$ cat config.mk
export PLATFORM = sky130hd
export DESIGN_NAME = acc12_core
export DESIGN_NICKNAME = d
export VERILOG_FILES = /design/src/rtl/acc12_pkg.sv /design/src/rtl/acc12_addr_gen.sv /design/src/rtl/acc12_alu.sv /design/src/rtl/acc12_opr.sv /design/src/rtl/acc12_core.sv
export SDC_FILE = /design/constraint.sdc
export NUM_CORES = 1
export LEC_CHECK = 0
export ABC_AREA = 1
export BUFFER_PORTS_ARGS = -buffer_cell sky130_fd_sc_hd__clkbuf_2
export CORE_ASPECT_RATIO = 1.75
export CORE_MARGIN = 5
export CORE_UTILIZATION = 55
export CTS_BUF_LIST = sky130_fd_sc_hd__clkbuf_4
export CTS_CLUSTER_SIZE = 40
export DETAILED_ROUTE_END_ITERATION = 12
export PLACE_DENSITY = 0.79
export SETUP_SLACK_MARGIN = 0.3
export SLEW_MARGIN = 40
export SYNTH_ARGS = -nofsm -noshare
export SYNTH_HDL_FRONTEND = slang
export SYNTH_SLANG_ARGS = --single-unit
$ cat constraint.sdc
create_clock -name clk -period 3.2 [get_ports clk]
set_clock_uncertainty 0.15 [all_clocks]
set_input_delay 0.32 -clock clk [delete_from_list [all_inputs] [get_ports clk]]
set_output_delay 0.32 -clock clk [all_outputs]
set_load 0.02 [all_outputs]
$ cat src/rtl/acc12_pkg.sv
package acc12_pkg;
  localparam int WORD_W   = 12;
  localparam int OFFS_W   = 7;
  localparam int PAGE_W   = WORD_W - OFFS_W;
  localparam int IND_BIT  = 8;
  localparam int PAGE_BIT = 7;

  typedef logic [WORD_W-1:0] word_t;

  typedef enum logic [2:0] {
    OP_AND = 3'd0,
    OP_TAD = 3'd1,
    OP_ISZ = 3'd2,
    OP_DCA = 3'd3,
    OP_JMS = 3'd4,
    OP_JMP = 3'd5,
    OP_IOT = 3'd6,
    OP_OPR = 3'd7
  } opcode_e;

  typedef enum logic [2:0] {
    ST_FETCH  = 3'd0,
    ST_DECODE = 3'd1,
    ST_INDIR  = 3'd2,
    ST_EXEC   = 3'd3,
    ST_HALT   = 3'd4
  } state_e;
endpackage

$ cat src/rtl/acc12_addr_gen.sv
module acc12_addr_gen
  import acc12_pkg::*;
(
  input  word_t instr,
  input  word_t pc,
  output word_t ea
);
  logic [PAGE_W-1:0] page_sel;

  assign page_sel = instr[PAGE_BIT] ? pc[WORD_W-1:OFFS_W] : '0;
  assign ea       = {page_sel, instr[OFFS_W-1:0]};
endmodule

$ cat src/rtl/acc12_alu.sv
module acc12_alu
  import acc12_pkg::*;
(
  input  opcode_e op,
  input  word_t   ac,
  input  logic    link,
  input  word_t   opnd,
  output word_t   ac_n,
  output logic    link_n,
  output word_t   inc_val,
  output logic    inc_zero
);
  logic [WORD_W:0] sum;

  assign sum      = {1'b0, ac} + {1'b0, opnd};
  assign inc_val  = opnd + word_t'(1);
  assign inc_zero = (inc_val == '0);

  always_comb begin
    ac_n   = ac;
    link_n = link;
    case (op)
      OP_AND: ac_n = ac & opnd;
      OP_TAD: begin
        ac_n   = sum[WORD_W-1:0];
        link_n = link ^ sum[WORD_W];
      end
      default: ;
    endcase
  end
endmodule

$ cat src/rtl/acc12_opr.sv
module acc12_opr
  import acc12_pkg::*;
(
  input  word_t instr,
  input  word_t ac,
  input  logic  link,
  output word_t ac_n,
  output logic  link_n,
  output logic  skip,
  output logic  halt
);
  logic [WORD_W:0] la;
  logic            cond;

  always_comb begin
    la   = {link, ac};
    skip = 1'b0;
    halt = 1'b0;
    cond = 1'b0;
    if (!instr[8]) begin
      if (instr[7]) la[WORD_W-1:0] = '0;
      if (instr[6]) la[WORD_W]     = 1'b0;
      if (instr[5]) la[WORD_W-1:0] = ~la[WORD_W-1:0];
      if (instr[4]) la[WORD_W]     = ~la[WORD_W];
      if (instr[0]) la = la + {{WORD_W{1'b0}}, 1'b1};
      for (int k = 0; k < 2; k++) begin
        if (k == 0 || instr[1]) begin
          if (instr[2])      la = {la[WORD_W-1:0], la[WORD_W]};
          else if (instr[3]) la = {la[0], la[WORD_W:1]};
        end
      end
    end else if (!instr[0]) begin
      cond = (instr[6] && ac[WORD_W-1]) ||
             (instr[5] && (ac == '0))   ||
             (instr[4] && link);
      skip = cond ^ instr[3];
      if (instr[7]) la[WORD_W-1:0] = '0;
      halt = instr[1];
    end else begin
      if (instr[7]) la[WORD_W-1:0] = '0;
    end
    ac_n   = la[WORD_W-1:0];
    link_n = la[WORD_W];
  end
endmodule

$ cat src/rtl/acc12_core.sv
module acc12_core
  import acc12_pkg::*;
#(
  parameter int RDATA_W = 16
) (
  input  logic               clk,
  input  logic               rst_n,
  output logic [WORD_W-1:0]  mem_addr,
  output logic [WORD_W-1:0]  mem_wdata,
  output logic               mem_we,
  input  logic [RDATA_W-1:0] mem_rdata,
  output logic [WORD_W-1:0]  pc_o,
  output logic [WORD_W-1:0]  ir_o,
  output logic [WORD_W-1:0]  ac_o,
  output logic               link_o,
  output logic               halted
);
  localparam int SPARE_W = RDATA_W - WORD_W;

  state_e state_q, state_d;
  word_t  pc_q, pc_d, ir_q, ir_d, ac_q, ac_d, ma_q, ma_d;
  logic   link_q, link_d;
  logic   ir_en;

  word_t   rword, cur_ir, ea_c, tgt, pc_ret;
  opcode_e opc;
  logic    do_ref;

  word_t   opr_ac, alu_ac, inc_val;
  logic    opr_link, opr_skip, opr_halt, alu_link, inc_zero;

  assign rword = mem_rdata[WORD_W-1:0];

  generate
    if (SPARE_W > 0) begin : g_spare
      logic unused_spare;
      assign unused_spare = ^mem_rdata[RDATA_W-1:WORD_W];
    end
  endgenerate

  assign cur_ir = (state_q == ST_DECODE) ? rword : ir_q;
  assign opc    = opcode_e'(cur_ir[WORD_W-1:WORD_W-3]);
  assign tgt    = (state_q == ST_INDIR) ? rword : ea_c;
  assign pc_ret = (state_q == ST_DECODE) ? pc_q + word_t'(1) : pc_q;

  acc12_addr_gen u_addr (
    .instr (rword),
    .pc    (pc_q),
    .ea    (ea_c)
  );

  acc12_opr u_opr (
    .instr  (rword),
    .ac     (ac_q),
    .link   (link_q),
    .ac_n   (opr_ac),
    .link_n (opr_link),
    .skip   (opr_skip),
    .halt   (opr_halt)
  );

  acc12_alu u_alu (
    .op       (opc),
    .ac       (ac_q),
    .link     (link_q),
    .opnd     (rword),
    .ac_n     (alu_ac),
    .link_n   (alu_link),
    .inc_val  (inc_val),
    .inc_zero (inc_zero)
  );

  // next-state logic
  always_comb begin
    state_d   = state_q;
    pc_d      = pc_q;
    ir_d      = ir_q;
    ir_en     = 1'b0;
    ac_d      = ac_q;
    link_d    = link_q;
    ma_d      = ma_q;
    mem_addr  = ma_q;
    mem_wdata = ac_q;
    mem_we    = 1'b0;
    do_ref    = 1'b0;

    case (state_q)
      ST_FETCH: begin
        mem_addr = pc_q;
        state_d  = ST_DECODE;
      end
      ST_DECODE: begin
        ir_d  = rword;
        ir_en = 1'b1;
        pc_d  = pc_q + word_t'(1);
        if (opc == OP_OPR) begin
          ac_d    = opr_ac;
          link_d  = opr_link;
          pc_d    = pc_q + (opr_skip ? word_t'(2) : word_t'(1));
          state_d = opr_halt ? ST_HALT : ST_FETCH;
        end else if (opc == OP_IOT) begin
          state_d = ST_FETCH;
        end else if (cur_ir[IND_BIT]) begin
          mem_addr = ea_c;
          ma_d     = ea_c;
          state_d  = ST_INDIR;
        end else begin
          do_ref = 1'b1;
        end
      end
      ST_INDIR: begin
        do_ref = 1'b1;
      end
      ST_EXEC: begin
        state_d = ST_FETCH;
        if (opc == OP_ISZ) begin
          mem_we    = 1'b1;
          mem_wdata = inc_val;
          if (inc_zero) pc_d = pc_q + word_t'(1);
        end else begin
          ac_d   = alu_ac;
          link_d = alu_link;
        end
      end
      default: begin
        state_d = ST_HALT;
      end
    endcase

    if (do_ref) begin
      mem_addr = tgt;
      ma_d     = tgt;
      state_d  = ST_FETCH;
      case (opc)
        OP_JMP: pc_d = tgt;
        OP_JMS: begin
          mem_we    = 1'b1;
          mem_wdata = pc_ret;
          pc_d      = tgt + word_t'(1);
        end
        OP_DCA: begin
          mem_we    = 1'b1;
          mem_wdata = ac_q;
          ac_d      = '0;
        end
        default: state_d = ST_EXEC;
      endcase
    end
  end

  // registers
  always_ff @(posedge clk or negedge rst_n) begin
    if (!rst_n) begin
      state_q <= ST_FETCH;
      pc_q    <= '0;
      ir_q    <= '0;
      ac_q    <= '0;
      link_q  <= 1'b0;
      ma_q    <= '0;
    end else begin
      state_q <= state_d;
      pc_q    <= pc_d;
      ac_q    <= ac_d;
      link_q  <= link_d;
      ma_q    <= ma_d;
      if (ir_en) ir_q <= ir_d;
    end
  end

  assign pc_o   = pc_q;
  assign ir_o   = ir_q;
  assign ac_o   = ac_q;
  assign link_o = link_q;
  assign halted = (state_q == ST_HALT);
endmodule

**Yosys cells after proc, flatten, opt, wreduce, memory -nomap -nowiden**

Index checks and enable logic that the tools add are counted.

- Output and inout port bits: 63
- Register bits after elaboration: 52
- Word-level logic and storage cells: 120
- Input bits: 18

- Reductions and logical operators: 16
- Bitwise gates (word level): 5
- $add $sub $neg: 6
- Muxes and demuxes: 69
- Equal/unequal tests: 17

Operators by type and width:

| kind | number |
|---|---|
| $mux 12 | 25 |
| $pmux 12 s2 | 6 |
| $mux 13 | 7 |
| $add 12x1->12 const B | 3 |
| $logic_not 12->1 | 2 |
| $mux 1 | 20 |
| $eq 3x3->1 const B | 5 |
| $mux 3 | 5 |
| $add 12x12->13 | 1 |
| $add 13x1->13 const B | 1 |
| $add 12x2->12 | 1 |
| $and 12x12->12 | 1 |
| $eq 3x2->1 const B | 4 |
| $not 12->12 | 1 |
| $pmux 3 s4 | 1 |
| $eq 3x1->1 const B | 2 |
| $logic_not 3->1 | 2 |
| $ne 2x2->1 const B | 3 |
| $mux 5 | 1 |
| $ne 5x3->1 const B | 1 |
| $reduce_and 5->1 | 1 |
| $mux 2 | 2 |
| $ne 2x1->1 const B | 2 |
| $pmux 1 s2 | 2 |
| 8 further kinds | 14 |

**Longest topological paths before layout**

- Depth after elaboration: 18
- Gate-level depth with buffers: 23
- Gate-level depth less buffers: 21

**Hierarchy**

A second synthesis with hierarchy kept.

- Cell total of the unflattened synthesis: 1,349
- Area, all modules: 7,592.3 µm²

By module, submodules not included:

| module | area an instance (µm²) | instances | cells each | seq. area each (µm²) |
|---|---|---|---|---|
| acc12_core | 4,639.4 | 1 | 754 | 1,301.2 |
| acc12_opr | 1,579.0 | 1 | 323 | 0.0 |
| acc12_alu | 1,283.7 | 1 | 255 | 0.0 |
| acc12_addr_gen | 90.1 | 1 | 17 | 0.0 |

**Worst setup path before layout**

No wires, ideal clock.

- Kind: flip-flop to flip-flop
- Start: register ac_q[3] (netlist: ac_o[3])
- End: register pc_q[10] (netlist: pc_o[10])
- Slack: -0.005 ns
- Buffers on the path: 0
- Required time: 2.929 ns
- Library setup time: 0.121 ns
- Data arrival time: 2.933 ns
- Clock period less this slack: 3.205 ns
- Cell stages (with the launch flop): 21
- Cell sequence: dfrtp_1 > nor4_1 > nand3_1 > o22ai_1 > a21oi_1 > xor2_1 > nor3_1 > inv_1 > ha_1 > fa_1 > inv_1 > nor2_1 > inv_1 > nor2_1 > nand2_1 > xor2_1 > o22ai_1 > a21oi_1 > nand2_1 > nand2_1 > nand2_1

- Longest elaborated chain between the ends: 13

Ends and longest elaborated chain:

| item | RTL line | RTL |
|---|---|---|
| from (decl) | acc12_core.sv:21 | `word_t pc_q, pc_d, ir_q, ir_d, ac_q, ac_d, ma_q, ma_d;` |
| from (signal assigned) | acc12_core.sv:157 | `ac_q <= '0;` |
| from (signal assigned) | acc12_core.sv:163 | `ac_q <= ac_d;` |
| $logic_not 12->1 * | acc12_opr.sv:34 | `(instr[5] && (ac == '0)) \|\|` |
| $logic_and 1x1->1 * | acc12_opr.sv:34 |  |
| $logic_or 1x1->1 * | acc12_opr.sv:33 | `cond = (instr[6] && ac[WORD_W-1]) \|\|` |
| $logic_or 1x1->1 * | acc12_opr.sv:34 |  |
| $xor 1x1->1 * | acc12_opr.sv:36 | `skip = cond ^ instr[3];` |
| $mux 1 * | acc12_opr.sv:32 | `end else if (!instr[0]) begin` |
| $mux 1 * | acc12_opr.sv:20 | `if (!instr[8]) begin` |
| $mux 2 * | acc12_core.sv:99 | `pc_d = pc_q + (opr_skip ? word_t'(2) : word_t'(1));` |
| $add 12x2->12 * | acc12_core.sv:99 |  |
| $mux 12 * | acc12_core.sv:96 | `if (opc == OP_OPR) begin` |
| $pmux 12 s2 * | acc12_core.sv:87 | `case (state_q)` |
| $pmux 12 s2 | acc12_core.sv:134 | `case (opc)` |
| $mux 12 * | acc12_core.sv:130 | `if (do_ref) begin` |
| net pc_d[10] | acc12_core.sv:21 |  |
| to (signal assigned) | acc12_core.sv:162 | `pc_q <= pc_d;` |
| to (decl) | acc12_core.sv:21 |  |

The timed path passes the listed nets; every way through them passes the cells marked *.
A chain may end at the register's enable or synchronous reset.

**Final worst setup path**

- Start: register state_q[1]
- End: output mem_wdata[5]

- Longest elaborated chain between the ends: 7
- Elaborated cells between the ends (all ways): 18
- Classes of those cells: eq/ne: 8; mux: 10

Ends and longest elaborated chain:

| item | RTL line | RTL |
|---|---|---|
| from (decl) | acc12_core.sv:20 | `state_e state_q, state_d;` |
| from (signal assigned) | acc12_core.sv:161 | `state_q <= state_d;` |
| $eq 3x1->1 | acc12_core.sv:41, acc12_core.sv:44, acc12_core.sv:87 |  |
| $mux 12 | n/a |  |
| $eq 3x2->1, or another cell as far along | acc12_core.sv:116 | `if (opc == OP_ISZ) begin` |
| $mux 12 or $mux 1 (tied branches) | acc12_core.sv:116, acc12_core.sv:101 |  |
| $mux 12 or $mux 1 (tied branches) | acc12_core.sv:87, acc12_core.sv:96 |  |
| $pmux 12 s2 or $pmux 1 s2 (tied branches) | acc12_core.sv:134, acc12_core.sv:87 |  |
| $mux 12 * | acc12_core.sv:130 |  |
| to (decl) | acc12_core.sv:9 | `output logic [WORD_W-1:0] mem_wdata,` |

Every way passes the cells marked *; elsewhere a longest branch is shown, timed or not.

==> metrics <==
Die X=92.6 microns; post-synthesis sequential area ratio=19.8%; clock-pin slew on the worst setup and hold paths=0.18 ns; detailed-route via count=9030; R2R setup slack=0.02 ns; Final WS setup=-0.0274 ns; crit path to=mem_wdata[5]; library cells used by synthesis=50; Hold Path Class=in -> reg; pwr/cell area=1000 nW/um^2; I/O pin count=81; failing checks=setup timing; drt pass-1 iters=6; reg-to-reg endpoint=pc_o[8]; RSZ-0062 raised after global routing=yes; Final Hold Viols=0; Yosys warning count=0; EDFF count, synth=0; synthesized cell area=6570 sq um; Core Area=11600 sq um; worst skew pair latency=0.41 ns; CTS buffer count=5; grt total ovfl=0; critical path arrival=2.76 ns; total track usage=39.7%; most frequent cell after synthesis=nand2_1; Layout area overhead=31.6%; H-tree levels=2; Fin Hold WS=0.284 ns; final net count=1299; number of global-route vias before repair=8322; number of max-cap violations=0; clock sink count=52; kind of critical path=reg -> out; CTS tree=built; Synth area leader=dfrtp_1; first-pass GRT wire length=44.0 mm; Synth Instances=1113; outcome=finished with violations; post-route design area=8640 sq um; leakage power=0.00404 uW; Crit. Startpoint=state_q[1]; pin count of the biggest net entering global routing=32; Startpoint Class=register; chip height=155 microns; final setup vio count=4; Die ar.=14300 sq um; Area contributors post-synth=dfrtp_1, nand2_1, a21oi_1, o21ai_0, inv_1; Layout Cells excl Fill=1396; Final HPWL DP=20.4 mm; post-route ant nets=0; CP Data Required Time=2.73 ns; Net Count, Synth=1153; Total Power=8640 uW; DRC errors left=0; PortBufs=76; ys flop type=dfrtp_1; clk buf depth=2; FF-to-FF path depth=19; worst rel slew slack=51.1%; Synth top area share=19.8%; critical path endpoint category=output port; Wirelength per Cell=21.4 microns; routability cong.=1.04; ratio of cells with drive above 1 in the final layout=26.8%; Tmin final=3.23 ns; Worst Tran Pin Value=0.734 ns; count of pins over their slew limit=0; Via density=6.47; period utilization=101%; Commonest cells post-synth=nand2_1, inv_1, a21oi_1; Core Rows=52; root buf cell=clkbuf_4; synthesized area per cell=5.90 sq um; CP max FO=7; Critical R2R Launch=ac_o[8]; Async S/R FF share, synth=100%; DR iter-0 viols=870; dpl cells=1327; Max Fclk=310 MHz; starting density of the core=56.4%; initial antenna violation count=1; Seq cells post-synth=52; Worst VDD drop=0.000662 V; WL final=29.9 mm; Post-DP Area=7340 sq um
[power by group]
| part | leakage [uW] | switching [uW] | internal (uW) |
|---|---|---|---|
| sequential | 0.000611 | 317 | 986 |
| clock | 0.0000463 | 243 | 177 |
| combinational | 0.00338 | 4360 | 2550 |
| total | 0.00404 | 4920 | 3720 |
[worst max-delay path, stage by stage (launching register included)]
cell and delay [ns]:
dfrtp_1 0.44, nor2_4 0.15, nand2_4 0.14, nand2_4 0.11
o21ai_4 0.08, buf_4 0.16, nor2_4 0.12, inv_4 0.05
nor2_4 0.15, inv_4 0.05, a21oi_4 0.16, inv_2 0.06
nand2_4 0.07, nand2_4 0.08, clkinvlp_4 0.20, o221ai_4 0.16
buf_8 0.17
[cells in the final DEF (no fill, tap or decap), types with 19 or more instances in the layout]
cell type	instances
clkbuf_2	50
inv_1	100
a21oi_1	99
o21ai_1	19
nand3_1	66
dfrtp_1	38
o22ai_1	19
xor2_1	31
buf_4	115
nand2_1	296
nor2_1	85
o21ai_0	74
[state kept, by name, indices dropped and copies added, names as in the netlist]
| signal | count |
|---|---|
| ir_o | 12 |
| state_q | 3 |
| ma_q | 12 |
| ac_o | 12 |
| pc_o | 12 |
| link_o | 1 |
[kinds of logic (layout without fill, tap and decap cells)]
| family | Yosys count | in the layout | share of synthesized area [%] |
|---|---|---|---|
| xor+xnor | 40 | 40 | 5.34 |
| compound gates | 296 | 296 | 26.3 |
| simple gates | 525 | 526 | 33.3 |
| flops | 52 | 52 | 19.8 |
| fa+ha+maj | 22 | 22 | 4.42 |
| buf+inv | 178 | 324 | 10.8 |
| other cells | 0 | 1 | 0 |
[timing repair]
action,in CTS,in global routing
gates cloned,4,0
hold buffers,1,0
endpoints found under the setup margin,35,49
buffers inserted,28,27
hold endpoints to repair,30,0
gates resized for setup,82,132
pin swaps,26,41
[area by class of cell]
class / instances / area, sq um
multi-input cells: 884 / 5140
well taps: 135 / 169
repair inverters: 2 / 15.0
clock buffers: 6 / 45.0
diodes: 1 / 2.50
repair buffers: 190 / 1410
clock inverters: 2 / 38.8
inverters: 124 / 505
fillers: 936 / 3010
flip-flops and latches: 52 / 1320
[stage by stage]
stage | util [%] | setup slack (ns) | setup TNS, ns
floorplan | - | 0.150 | 0
global placement | 63.1 | -0.0688 | -0.0918
detailed placement | 63.1 | -0.0782 | -0.161
CTS | 68.9 | 0.0837 | 0
global route | 74.2 | -0.118 | -1.31
finish | 74.2 | -0.0274 | -0.0667
[layer usage]
metal,up-vias,track usage (%),part of all wire [%]
met2,662,67.5,47
met4,0,31.8,11
li1,4036,-,-
met5,-,0,0
met3,245,7.44,10
met1,4087,42.1,32
[worst min-delay path by stage]
stage / endpoint / from / cells past startpoint / slack [ns]
final: ma_q[4] / mem_rdata[4] / 4 / 0.28
after detailed placement: ma_q[5] / rst_n / 1 / 0.29
after CTS: ir_o[10] / mem_rdata[10] / 3 / 0.12
after global routing: ir_o[6] / mem_rdata[6] / 4 / 0.26
after floorplan: ac_o[0] / rst_n / 0 / -0.13
after global placement: ma_q[5] / rst_n / 1 / 0.28
Power figures use the tool's default switching activity.
